`config.mk`:
```
export PLATFORM = sky130hd
export DESIGN_NAME = sec_irq_unit
export DESIGN_NICKNAME = d
export VERILOG_FILES = /design/src/rtl/sec_irq_pkg.sv /design/src/rtl/sec_irq_sync.sv /design/src/rtl/sec_irq_line.sv /design/src/rtl/sec_irq_regs.sv /design/src/rtl/sec_irq_unit.sv
export SDC_FILE = /design/constraint.sdc
export NUM_CORES = 1
export LEC_CHECK = 0
export CORE_MARGIN = 8
export CORE_UTILIZATION = 55
export DETAILED_ROUTE_END_ITERATION = 10
export GPL_TIMING_DRIVEN = 0
export HOLD_SLACK_MARGIN = 0.12
export PLACE_DENSITY_LB_ADDON = 0.1
export SYNTH_ARGS = -nofsm -noshare
export SYNTH_HDL_FRONTEND = slang
export SYNTH_SLANG_ARGS = --single-unit
export TNS_END_PERCENT = 50
```
`constraint.sdc`:
```
create_clock -name clk_i -period 1.6 [get_ports clk_i]
set_input_delay 0.16 -clock clk_i [delete_from_list [all_inputs] [get_ports clk_i]]
set_output_delay 0.16 -clock clk_i [all_outputs]
set_load 0.01 [all_outputs]
```
`src/rtl/sec_irq_pkg.sv`:
```
// Shared sizing helpers and types for the secondary interrupt stage.
// Assumes byte-wide register access and at most 32 sources.
package sec_irq_pkg;

    // Bytes spanned by a one-bit-per-source register.
    function automatic int stat_bytes(input int n);
        return (n + 7) / 8;
    endfunction

    // Bytes spanned by the two-bit-per-source edge register.
    function automatic int edge_bytes(input int n);
        return (2 * n + 7) / 8;
    endfunction

    // Byte address of the control register (last mapped address).
    function automatic int ctrl_addr(input int n);
        return 4 * stat_bytes(n) + edge_bytes(n);
    endfunction

    // Address width needed to reach every mapped byte.
    function automatic int addr_bits(input int n);
        return $clog2(ctrl_addr(n) + 1);
    endfunction

    // Control byte: bit 0 clear-on-read, bit 1 hold-off (no buffering).
    typedef struct packed {
        logic hold_off;
        logic clr_on_rd;
    } ctrl_t;

endpackage

```
`src/rtl/sec_irq_sync.sv`:
```
// Synchronises the source levels with two flops and turns the
// configured edges into one-cycle event pulses.
// Assumes edge_cfg_i holds two bits per source: upper = rising, lower = falling.
module sec_irq_sync #(
    parameter int NUM_SRC = 24
) (
    input  logic                   clk_i,
    input  logic                   rst_ni,
    input  logic [NUM_SRC-1:0]     src_i,
    input  logic [2*NUM_SRC-1:0]   edge_cfg_i,
    output logic [NUM_SRC-1:0]     event_o
);
    logic [NUM_SRC-1:0] meta_q;
    logic [NUM_SRC-1:0] sync_q;
    logic [NUM_SRC-1:0] prev_q;

    // Two-stage synchroniser followed by one history flop for edge detection.
    always_ff @(posedge clk_i) begin
        if (!rst_ni) begin
            meta_q <= '0;
            sync_q <= '0;
            prev_q <= '0;
        end else begin
            meta_q <= src_i;
            sync_q <= meta_q;
            prev_q <= sync_q;
        end
    end

    // Per-source edge decode gated by that source's two-bit code.
    for (genvar i = 0; i < NUM_SRC; i++) begin : g_edge
        logic rise_seen;
        logic fall_seen;
        assign rise_seen  = sync_q[i] & ~prev_q[i];
        assign fall_seen  = ~sync_q[i] & prev_q[i];
        assign event_o[i] = (edge_cfg_i[2*i+1] & rise_seen) |
                            (edge_cfg_i[2*i]   & fall_seen);
    end

endmodule

```
`src/rtl/sec_irq_line.sv`:
```
// Status and hold-over state for one host line, plus its request output.
// Assumes clr_i and event_i are one-cycle pulses from the register file
// and the edge decoder; mask_i is the line's mask (1 = blocked).
module sec_irq_line #(
    parameter int NUM_SRC = 24
) (
    input  logic               clk_i,
    input  logic               rst_ni,
    input  logic [NUM_SRC-1:0] event_i,
    input  logic [NUM_SRC-1:0] clr_i,
    input  logic               hold_off_i,
    input  logic [NUM_SRC-1:0] mask_i,
    output logic [NUM_SRC-1:0] stat_o,
    output logic               irq_o
);
    logic [NUM_SRC-1:0] stat_q, stat_d;
    logic [NUM_SRC-1:0] held_q, held_d;

    // Next-state rule per source: a clear lets a new or held event win,
    // a pending bit may hold one more event, an idle bit takes the event.
    always_comb begin
        stat_d = stat_q;
        held_d = held_q;
        for (int i = 0; i < NUM_SRC; i++) begin
            if (clr_i[i]) begin
                stat_d[i] = event_i[i] | held_q[i];
                held_d[i] = 1'b0;
            end else if (stat_q[i]) begin
                if (event_i[i] && !hold_off_i) begin
                    held_d[i] = 1'b1;
                end
            end else begin
                stat_d[i] = event_i[i];
            end
        end
    end

    // State registers for status and the one-deep hold-over.
    always_ff @(posedge clk_i) begin
        if (!rst_ni) begin
            stat_q <= '0;
            held_q <= '0;
        end else begin
            stat_q <= stat_d;
            held_q <= held_d;
        end
    end

    assign stat_o = stat_q;
    assign irq_o  = |(stat_q & ~mask_i);

    for (genvar i = 0; i < NUM_SRC; i++) begin : g_chk
        AST_SET_NEEDS_EVENT: assert property (@(posedge clk_i) disable iff (!rst_ni)
            (!stat_q[i] && !event_i[i]) |=> !stat_q[i]);
        AST_STATUS_STICKY: assert property (@(posedge clk_i) disable iff (!rst_ni)
            (stat_q[i] && !clr_i[i]) |=> stat_q[i]);
        AST_EVENT_BEATS_CLEAR: assert property (@(posedge clk_i) disable iff (!rst_ni)
            (clr_i[i] && event_i[i]) |=> stat_q[i]);
    end

endmodule

```
`src/rtl/sec_irq_regs.sv`:
```
// Byte-wide register file: masks, shared edge codes, control byte,
// registered read data and the clear pulses for both status sets.
// Assumes one access per strobe; read and write may share a cycle.
module sec_irq_regs
    import sec_irq_pkg::*;
#(
    parameter int NUM_SRC = 24,
    parameter int AW      = 5
) (
    input  logic                 clk_i,
    input  logic                 rst_ni,
    input  logic [AW-1:0]        addr_i,
    input  logic                 wr_en_i,
    input  logic [7:0]           wr_data_i,
    input  logic                 rd_en_i,
    input  logic [NUM_SRC-1:0]   stat0_i,
    input  logic [NUM_SRC-1:0]   stat1_i,
    output logic [NUM_SRC-1:0]   mask0_o,
    output logic [NUM_SRC-1:0]   mask1_o,
    output logic [2*NUM_SRC-1:0] edge_o,
    output ctrl_t                ctrl_o,
    output logic [NUM_SRC-1:0]   clr0_o,
    output logic [NUM_SRC-1:0]   clr1_o,
    output logic [7:0]           rd_data_o
);
    localparam int SB      = stat_bytes(NUM_SRC);
    localparam int EB      = edge_bytes(NUM_SRC);
    localparam int S0_BASE = 0;
    localparam int S1_BASE = SB;
    localparam int M0_BASE = 2 * SB;
    localparam int M1_BASE = 3 * SB;
    localparam int ED_BASE = 4 * SB;
    localparam int CT_ADDR = ctrl_addr(NUM_SRC);

    logic [SB*8-1:0] mask0_q, mask1_q;
    logic [EB*8-1:0] edge_q;
    ctrl_t           ctrl_q;
    logic [SB*8-1:0] stat0_pad, stat1_pad;
    logic [SB*8-1:0] clr0_pad, clr1_pad;
    logic [7:0]      rd_byte;
    logic [7:0]      rd_q;

    // Widen status vectors to whole bytes for byte selection.
    always_comb begin
        stat0_pad = '0;
        stat1_pad = '0;
        stat0_pad[NUM_SRC-1:0] = stat0_i;
        stat1_pad[NUM_SRC-1:0] = stat1_i;
    end

    // Configuration registers written by byte address.
    always_ff @(posedge clk_i) begin
        if (!rst_ni) begin
            mask0_q <= '1;
            mask1_q <= '1;
            edge_q  <= '0;
            ctrl_q  <= '0;
        end else if (wr_en_i) begin
            for (int b = 0; b < SB; b++) begin
                if (addr_i == AW'(M0_BASE + b)) mask0_q[b*8 +: 8] <= wr_data_i;
                if (addr_i == AW'(M1_BASE + b)) mask1_q[b*8 +: 8] <= wr_data_i;
            end
            for (int b = 0; b < EB; b++) begin
                if (addr_i == AW'(ED_BASE + b)) edge_q[b*8 +: 8] <= wr_data_i;
            end
            if (addr_i == AW'(CT_ADDR)) begin
                ctrl_q <= ctrl_t'(wr_data_i[1:0]);
            end
        end
    end

    // Read multiplexer over every mapped byte; unmapped bytes read zero.
    always_comb begin
        rd_byte = 8'h00;
        for (int b = 0; b < SB; b++) begin
            if (addr_i == AW'(S0_BASE + b)) rd_byte = stat0_pad[b*8 +: 8];
            if (addr_i == AW'(S1_BASE + b)) rd_byte = stat1_pad[b*8 +: 8];
            if (addr_i == AW'(M0_BASE + b)) rd_byte = mask0_q[b*8 +: 8];
            if (addr_i == AW'(M1_BASE + b)) rd_byte = mask1_q[b*8 +: 8];
        end
        for (int b = 0; b < EB; b++) begin
            if (addr_i == AW'(ED_BASE + b)) rd_byte = edge_q[b*8 +: 8];
        end
        if (addr_i == AW'(CT_ADDR)) rd_byte = {6'b0, ctrl_q};
    end

    // Clear pulses: returned bits in clear-on-read mode, written ones otherwise.
    always_comb begin
        clr0_pad = '0;
        clr1_pad = '0;
        for (int b = 0; b < SB; b++) begin
            if (addr_i == AW'(S0_BASE + b)) begin
                if (rd_en_i && ctrl_q.clr_on_rd)  clr0_pad[b*8 +: 8] = stat0_pad[b*8 +: 8];
                if (wr_en_i && !ctrl_q.clr_on_rd) clr0_pad[b*8 +: 8] = clr0_pad[b*8 +: 8] | wr_data_i;
            end
            if (addr_i == AW'(S1_BASE + b)) begin
                if (rd_en_i && ctrl_q.clr_on_rd)  clr1_pad[b*8 +: 8] = stat1_pad[b*8 +: 8];
                if (wr_en_i && !ctrl_q.clr_on_rd) clr1_pad[b*8 +: 8] = clr1_pad[b*8 +: 8] | wr_data_i;
            end
        end
    end

    // Registered read data, zero when no read was strobed.
    always_ff @(posedge clk_i) begin
        if (!rst_ni) rd_q <= 8'h00;
        else         rd_q <= rd_en_i ? rd_byte : 8'h00;
    end

    assign mask0_o   = mask0_q[NUM_SRC-1:0];
    assign mask1_o   = mask1_q[NUM_SRC-1:0];
    assign edge_o    = edge_q[2*NUM_SRC-1:0];
    assign ctrl_o    = ctrl_q;
    assign clr0_o    = clr0_pad[NUM_SRC-1:0];
    assign clr1_o    = clr1_pad[NUM_SRC-1:0];
    assign rd_data_o = rd_q;

    AST_MASK_ALL_SET: assert property (@(posedge clk_i)
        !rst_ni |=> (&mask0_q && &mask1_q));
    AST_EDGE_OFF_AT_RESET: assert property (@(posedge clk_i)
        !rst_ni |=> (edge_q == '0));
    AST_IDLE_READ_ZERO: assert property (@(posedge clk_i) disable iff (!rst_ni)
        !rd_en_i |=> (rd_q == 8'h00));

endmodule

```
`src/rtl/sec_irq_unit.sv`:
```
// Top of the secondary interrupt stage: edge decode, two status/mask
// lines and the register file. Assumes src_i is asynchronous and the
// register port is driven synchronously to clk_i.
module sec_irq_unit
    import sec_irq_pkg::*;
#(
    parameter  int NUM_SRC = 24,
    localparam int ADDR_W  = addr_bits(NUM_SRC)
) (
    input  logic               clk_i,
    input  logic               rst_ni,
    input  logic [NUM_SRC-1:0] src_i,
    input  logic [ADDR_W-1:0]  addr_i,
    input  logic               wr_en_i,
    input  logic [7:0]         wr_data_i,
    input  logic               rd_en_i,
    output logic [7:0]         rd_data_o,
    output logic               irq0_o,
    output logic               irq1_o
);
    logic [NUM_SRC-1:0]   events;
    logic [2*NUM_SRC-1:0] edge_cfg;
    logic [NUM_SRC-1:0]   mask0, mask1;
    logic [NUM_SRC-1:0]   stat0, stat1;
    logic [NUM_SRC-1:0]   clr0, clr1;
    ctrl_t                ctrl;

    sec_irq_sync #(.NUM_SRC(NUM_SRC)) u_sync (
        .clk_i      (clk_i),
        .rst_ni     (rst_ni),
        .src_i      (src_i),
        .edge_cfg_i (edge_cfg),
        .event_o    (events)
    );

    sec_irq_line #(.NUM_SRC(NUM_SRC)) u_line0 (
        .clk_i      (clk_i),
        .rst_ni     (rst_ni),
        .event_i    (events),
        .clr_i      (clr0),
        .hold_off_i (ctrl.hold_off),
        .mask_i     (mask0),
        .stat_o     (stat0),
        .irq_o      (irq0_o)
    );

    sec_irq_line #(.NUM_SRC(NUM_SRC)) u_line1 (
        .clk_i      (clk_i),
        .rst_ni     (rst_ni),
        .event_i    (events),
        .clr_i      (clr1),
        .hold_off_i (ctrl.hold_off),
        .mask_i     (mask1),
        .stat_o     (stat1),
        .irq_o      (irq1_o)
    );

    sec_irq_regs #(.NUM_SRC(NUM_SRC), .AW(ADDR_W)) u_regs (
        .clk_i     (clk_i),
        .rst_ni    (rst_ni),
        .addr_i    (addr_i),
        .wr_en_i   (wr_en_i),
        .wr_data_i (wr_data_i),
        .rd_en_i   (rd_en_i),
        .stat0_i   (stat0),
        .stat1_i   (stat1),
        .mask0_o   (mask0),
        .mask1_o   (mask1),
        .edge_o    (edge_cfg),
        .ctrl_o    (ctrl),
        .clr0_o    (clr0),
        .clr1_o    (clr1),
        .rd_data_o (rd_data_o)
    );

    AST_REQ_OFF_AT_RESET: assert property (@(posedge clk_i)
        !rst_ni |=> (!irq0_o && !irq1_o));
    AST_LINE0_IGNORES_LINE1_CLEAR: assert property (@(posedge clk_i) disable iff (!rst_ni)
        (stat0 != '0 && clr0 == '0) |=> (stat0 != '0));

endmodule

```
Word level (Yosys, flattened, before mapping)
Cells that the tools add are included.

storage, ports and cells
  register bits after elaboration = 274
  input port bits = 41
  output and inout bits = 10
  logic and storage cells = 596

cells by class
  eq/ne operators = 18
  muxes and demuxes = 139
  bitwise gates (word level) = 228
  reductions and logical operators = 142

operators with widths
  kind                  number
  $mux W8               42
  $reduce_and A2 Y1     62
  $and A1 B1 Y1         96
  $mux W1               96
  $reduce_or A2 Y1      48
  $or A1 B1 Y1          72
  $not A1 Y1            50
  $and A24 B24 Y24      2
  $not A24 Y24          2
  $or A8 B8 Y8          6
  $reduce_or A24 Y1     2
  $eq A5 B4 Y1 const B  8
  $logic_and A1 B1 Y1   26
  $eq A5 B3 Y1 const B  4
  $eq A5 B5 Y1 const B  3
  $eq A5 B2 Y1 const B  2
  $eq A5 B1 Y1 const B  1
  $logic_not A5 Y1      1
  $reduce_or A3 Y1      1
  $logic_not A1 Y1      2
  $mux W2               1

Longest topological paths before layout
  depth after elaboration = 20
  depth in mapped cells = 10
  gate-level depth less buffers = 6

Modules after synthesis
From an unflattened synthesis, not the netlist that was laid out.

unflattened totals
  cell total of the unflattened synthesis = 1520
  area, all modules = 12632.1 sq um

modules (own cells, without submodules)
  module        times used  cells an instance  area an instance (sq um)  seq. area each (sq um)
  sec_irq_regs  1           865                6389.9                    2122.0
  sec_irq_line  2           216                1959.4                    960.9
  sec_irq_sync  1           223                2323.5                    1441.4

Worst setup path before layout
No wires, ideal clock.

  path kind = input port to flip-flop
  start = input port addr_i[1]
  end = register u_regs.rd_q[7] (netlist: u_regs.rd_data_o[7])
  arrival time = 1458 ps
  path slack = 25 ps
  stages = 8
  buffers on the path = 2
  path through = buf_6 > nor2b_1 > buf_6 > and2_4 > a222oi_1 > o2111ai_1 > a211oi_2 > nor2_1

on the way
  longest elaborated chain between the ends = 19
  elaborated cells between the ends (all ways) = 38

RTL lines
  element               line                 source
  start, declared       sec_irq_unit.sv:13   input logic [ADDR_W-1:0] addr_i,
  $logic_not A5 Y1      sec_irq_regs.sv:76   if (addr_i == AW'(S0_BASE + b)) rd_byte = stat0_pad[b*8 +: 8];
  $mux W8               sec_irq_regs.sv:76
  $mux W8               sec_irq_regs.sv:77   if (addr_i == AW'(S1_BASE + b)) rd_byte = stat1_pad[b*8 +: 8];
  $mux W8               sec_irq_regs.sv:78   if (addr_i == AW'(M0_BASE + b)) rd_byte = mask0_q[b*8 +: 8];
  $mux W8               sec_irq_regs.sv:79   if (addr_i == AW'(M1_BASE + b)) rd_byte = mask1_q[b*8 +: 8];
  $mux W8               sec_irq_regs.sv:76
  $mux W8               sec_irq_regs.sv:77
  $mux W8               sec_irq_regs.sv:78
  $mux W8               sec_irq_regs.sv:79
  $mux W8               sec_irq_regs.sv:76
  $mux W8               sec_irq_regs.sv:77
  $mux W8               sec_irq_regs.sv:78
  $mux W8               sec_irq_regs.sv:79
  $mux W8 (6 in a row)  sec_irq_regs.sv:82   if (addr_i == AW'(ED_BASE + b)) rd_byte = edge_q[b*8 +: 8];
  end signal, assigned  sec_irq_regs.sv:106  else rd_q <= rd_en_i ? rd_byte : 8'h00;
  end, declared         sec_irq_regs.sv:41   logic [7:0] rd_q;

Parallel ways exist; a longest one is shown, timed or not.
A chain may end at the register's enable or synchronous reset.

Final worst setup path
  start = register u_line0.stat_q[17] (netlist: u_line0.stat_o[17])
  end = output port irq0_o

on the way
  longest elaborated chain between the ends = 2

RTL lines
  element                 line                source
  start, declared         sec_irq_line.sv:16  logic [NUM_SRC-1:0] stat_q, stat_d;
  start signal, assigned  sec_irq_line.sv:44  stat_q <= stat_d;
  $and A24 B24 Y24        sec_irq_line.sv:50  assign irq_o = |(stat_q & ~mask_i);
  $reduce_or A24 Y1       sec_irq_line.sv:50
  end, declared           sec_irq_unit.sv:18  output logic irq0_o,

Every way passes these cells.

==> run metrics <==
outcome=complete, but fails checks; failing checks=setup timing; GR Util All Layers=34.8%; port bufs=46; H-tree depth=1; Max-Cap Viols=0; Die Y=168 microns; Slowest-stage cell, CP=nor4_1; Setup Skew=0.00791 ns; crit path time final=2.25 ns; Seq cells post-synth=274; Max Buffers Root-to-Sink=3; Inserted Clock Buffers=28; PwrDens=966 nW/um^2; ranking of synthesized cells by area=dfxtp_1 (43%), a21oi_1 (6.7%), nand2_1 (5.9%); maximum clock rate=0.444 GHz; worst skew pair latency=0.55 ns; Fin. Hold Viols=0; Overall Power=14.9 mW; Critical Path Fanout Max=4; Distinct cells, synth=75; diode count=0; initial antenna violation count=0; largest net degree at the start of global routing=15; Worst Setup Path Type=reg2out; gp weighted congestion=1.09; synthesized area per cell=8.22 sq um; vias in the first global route=11800; CTS tree=yes; CP Cell Sequence=inv_1 > o22ai_1 > nor4_1 > nand3_1 > buf_2; Via Count=12500; required time worst endpoint=1.44 ns; ys flop type=dfxtp_1; CP startpoint kind=flop; final worst slack=-0.651 ns; CTS Hold Bufs=0; final wirelength=51100 microns; initial DRC count=1668; initial core utilization=55.9%; CTS Sinks=274; register area share after synthesis=43.4%; Core ar.=22600 sq um; Rows=55; drt wl/cell=26.2 microns; CP Buf/Inv Count=2; Post-synth ARST share=0%; Mapped Cells=1537; area share of the leading cell type in the synthesized netlist=43.4%; die area=28100 sq um; Post-route DRC=0; Slew headroom=28.4%; CP top delay family=simple AND/OR/NAND/NOR gates; DP HPWL=36900 microns; critical path capture point type=output port; Final ANT Viol Nets=0; VDD IR-drop max=866 uV; final setup fails=11; Chip Width=168 microns; I/O pin count=51; Leakage=5.52 nW; layout cells sized above 1=17.9%; first-pass GRT wire length=74000 microns; worst-margin pin slew=1.07 ns; Root Driver=clkbuf_16; Detailed Routing Iterations Pass 1=5; yosys warns=0; Area Growth Syn to Fin=22.3%; Largest register FFs=48; fin crit share=141%; grt ovf=0; Yosys top cell by area=dfxtp_1; RSZ-0062 raised after global routing=true; fin nets=1683; Post-Place Setup Slack=-1.23 ns; Vias/cell=6.41; worst min path class=in2reg; clk slew on worst S/H paths=0.07 ns; Worst Path Arrival=2.09 ns; Syn Std Cell Area=12600 sq um; Post-synth EDFFs=0; Slew Limit Fails=0; Post-Syn Nets=1578; slowest stage delay, CP=0.47 ns; number of fill cells=1880
==> worst register-to-register path, delay by kind of cell, from the launching register on <==
kind / cells / cell delay, ns
flip-flops: 1 / 0.33
AND/OR/NAND/NOR: 1 / 0.09
AO/OA/AOI/OAI: 4 / 0.90
buffers and inverters: 1 / 0.18
==> per-layer routing <==
metal,share of wire (%),GRT usage (%)
met1,39,42.9
met3,10,8.21
met4,7.6,23.0
met2,44,53.8
met5,0,0
==> final timing paths <==
kind / depth (start not counted) / endpoint / slack [ns] / startpoint
max: 5 / irq0_o / -0.65 / u_line0.stat_o[17]$_SDFF_PN0_
min: 2 / u_sync.meta_q[13]$_SDFF_PN0_ / 0.18 / src_i[13]
max reg2reg: 6 / u_regs.rd_data_o[1]$_SDFF_PN0_ / -0.04 / u_line0.stat_o[9]$_SDFF_PN0_
min reg2reg: 1 / u_sync.sync_q[11]$_SDFF_PN0_ / 0.43 / u_sync.meta_q[11]$_SDFF_PN0_
==> Yosys cell counts, types with 11 or more instances <==
cell type,count
nor2b_1,21
buf_2,24
clkbuf_1,55
o22ai_1,29
dfxtp_1,274
a21oi_1,169
buf_6,11
a21boi_0,59
nor3_1,13
nor2_1,113
and2_1,76
nor3b_1,51
a31oi_1,28
inv_1,74
a21boi_1,30
mux2i_1,54
o21ai_0,27
nand3_1,87
nand2_1,197
==> through the flow <==
step                      utilization [%]  instance area, sq um  hold WS [ns]  std cells  setup TNS, ns
after global routing                 68.4                 15400         0.186       1947          -3.03
after detailed placement             59.6                 13400         0.421       1868        -158.77
final                                68.4                 15400         0.185       1947          -1.19
after floorplan                         -                 12600         0.287       1537              0
after global placement               59.6                 13400         0.414       1868        -157.01
after CTS                            65.9                 14900         0.173       1929         -0.911
==> kinds of logic (layout without fill, tap and decap cells) <==
family | count (synthesis) | in the layout | synth area share [%]
simple gates | 617 | 617 | 25.1
compound gates | 419 | 419 | 21.0
flops | 274 | 274 | 43.4
buf+inv | 173 | 298 | 6.21
mux | 54 | 54 | 4.28
==> cells in the final DEF, fill, tap and decap left out, types with 44 or more instances in the layout <==
| cell | n |
|---|---|
| nor2_1 | 109 |
| clkbuf_1 | 53 |
| and2_1 | 75 |
| nand3_1 | 86 |
| a21oi_1 | 118 |
| nor3b_1 | 51 |
| a21boi_0 | 48 |
| a21oi_2 | 44 |
| inv_1 | 60 |
| mux2i_1 | 54 |
| dfxtp_1 | 251 |
| nand2_1 | 177 |
==> where the power goes <==
group          leakage, nW  internal, mW  total (mW)  switching, mW
logic                 2.83         0.441        1.28          0.838
registers             2.23          6.92        6.98         0.0659
clock network        0.460          3.90        6.66           2.76
total                 5.52          11.3        14.9           3.66
==> cell type report <==
type / count / area, sq um / share of cell area (%)
multi-input cells: 1090 / 7010 / 45.4
flip-flops and latches: 274 / 5520 / 35.8
clock buffers: 41 / 831 / 5.38
repair buffers: 75 / 734 / 4.75
plain buffers: 96 / 599 / 3.88
well taps: 285 / 357 / 2.31
inverters: 77 / 295 / 1.91
clock inverters: 9 / 101 / 0.656
==> what timing repair did <==
action | CTS | global route
resized for setup | 147 | 112
endpoints found under the setup margin | 196 | 97
buffers inserted | 11 | 15
hold endpoints to repair | 0 | 0
gates cloned | 0 | 3
pin swaps | 21 | 62
(Power assumes the default switching activity.)
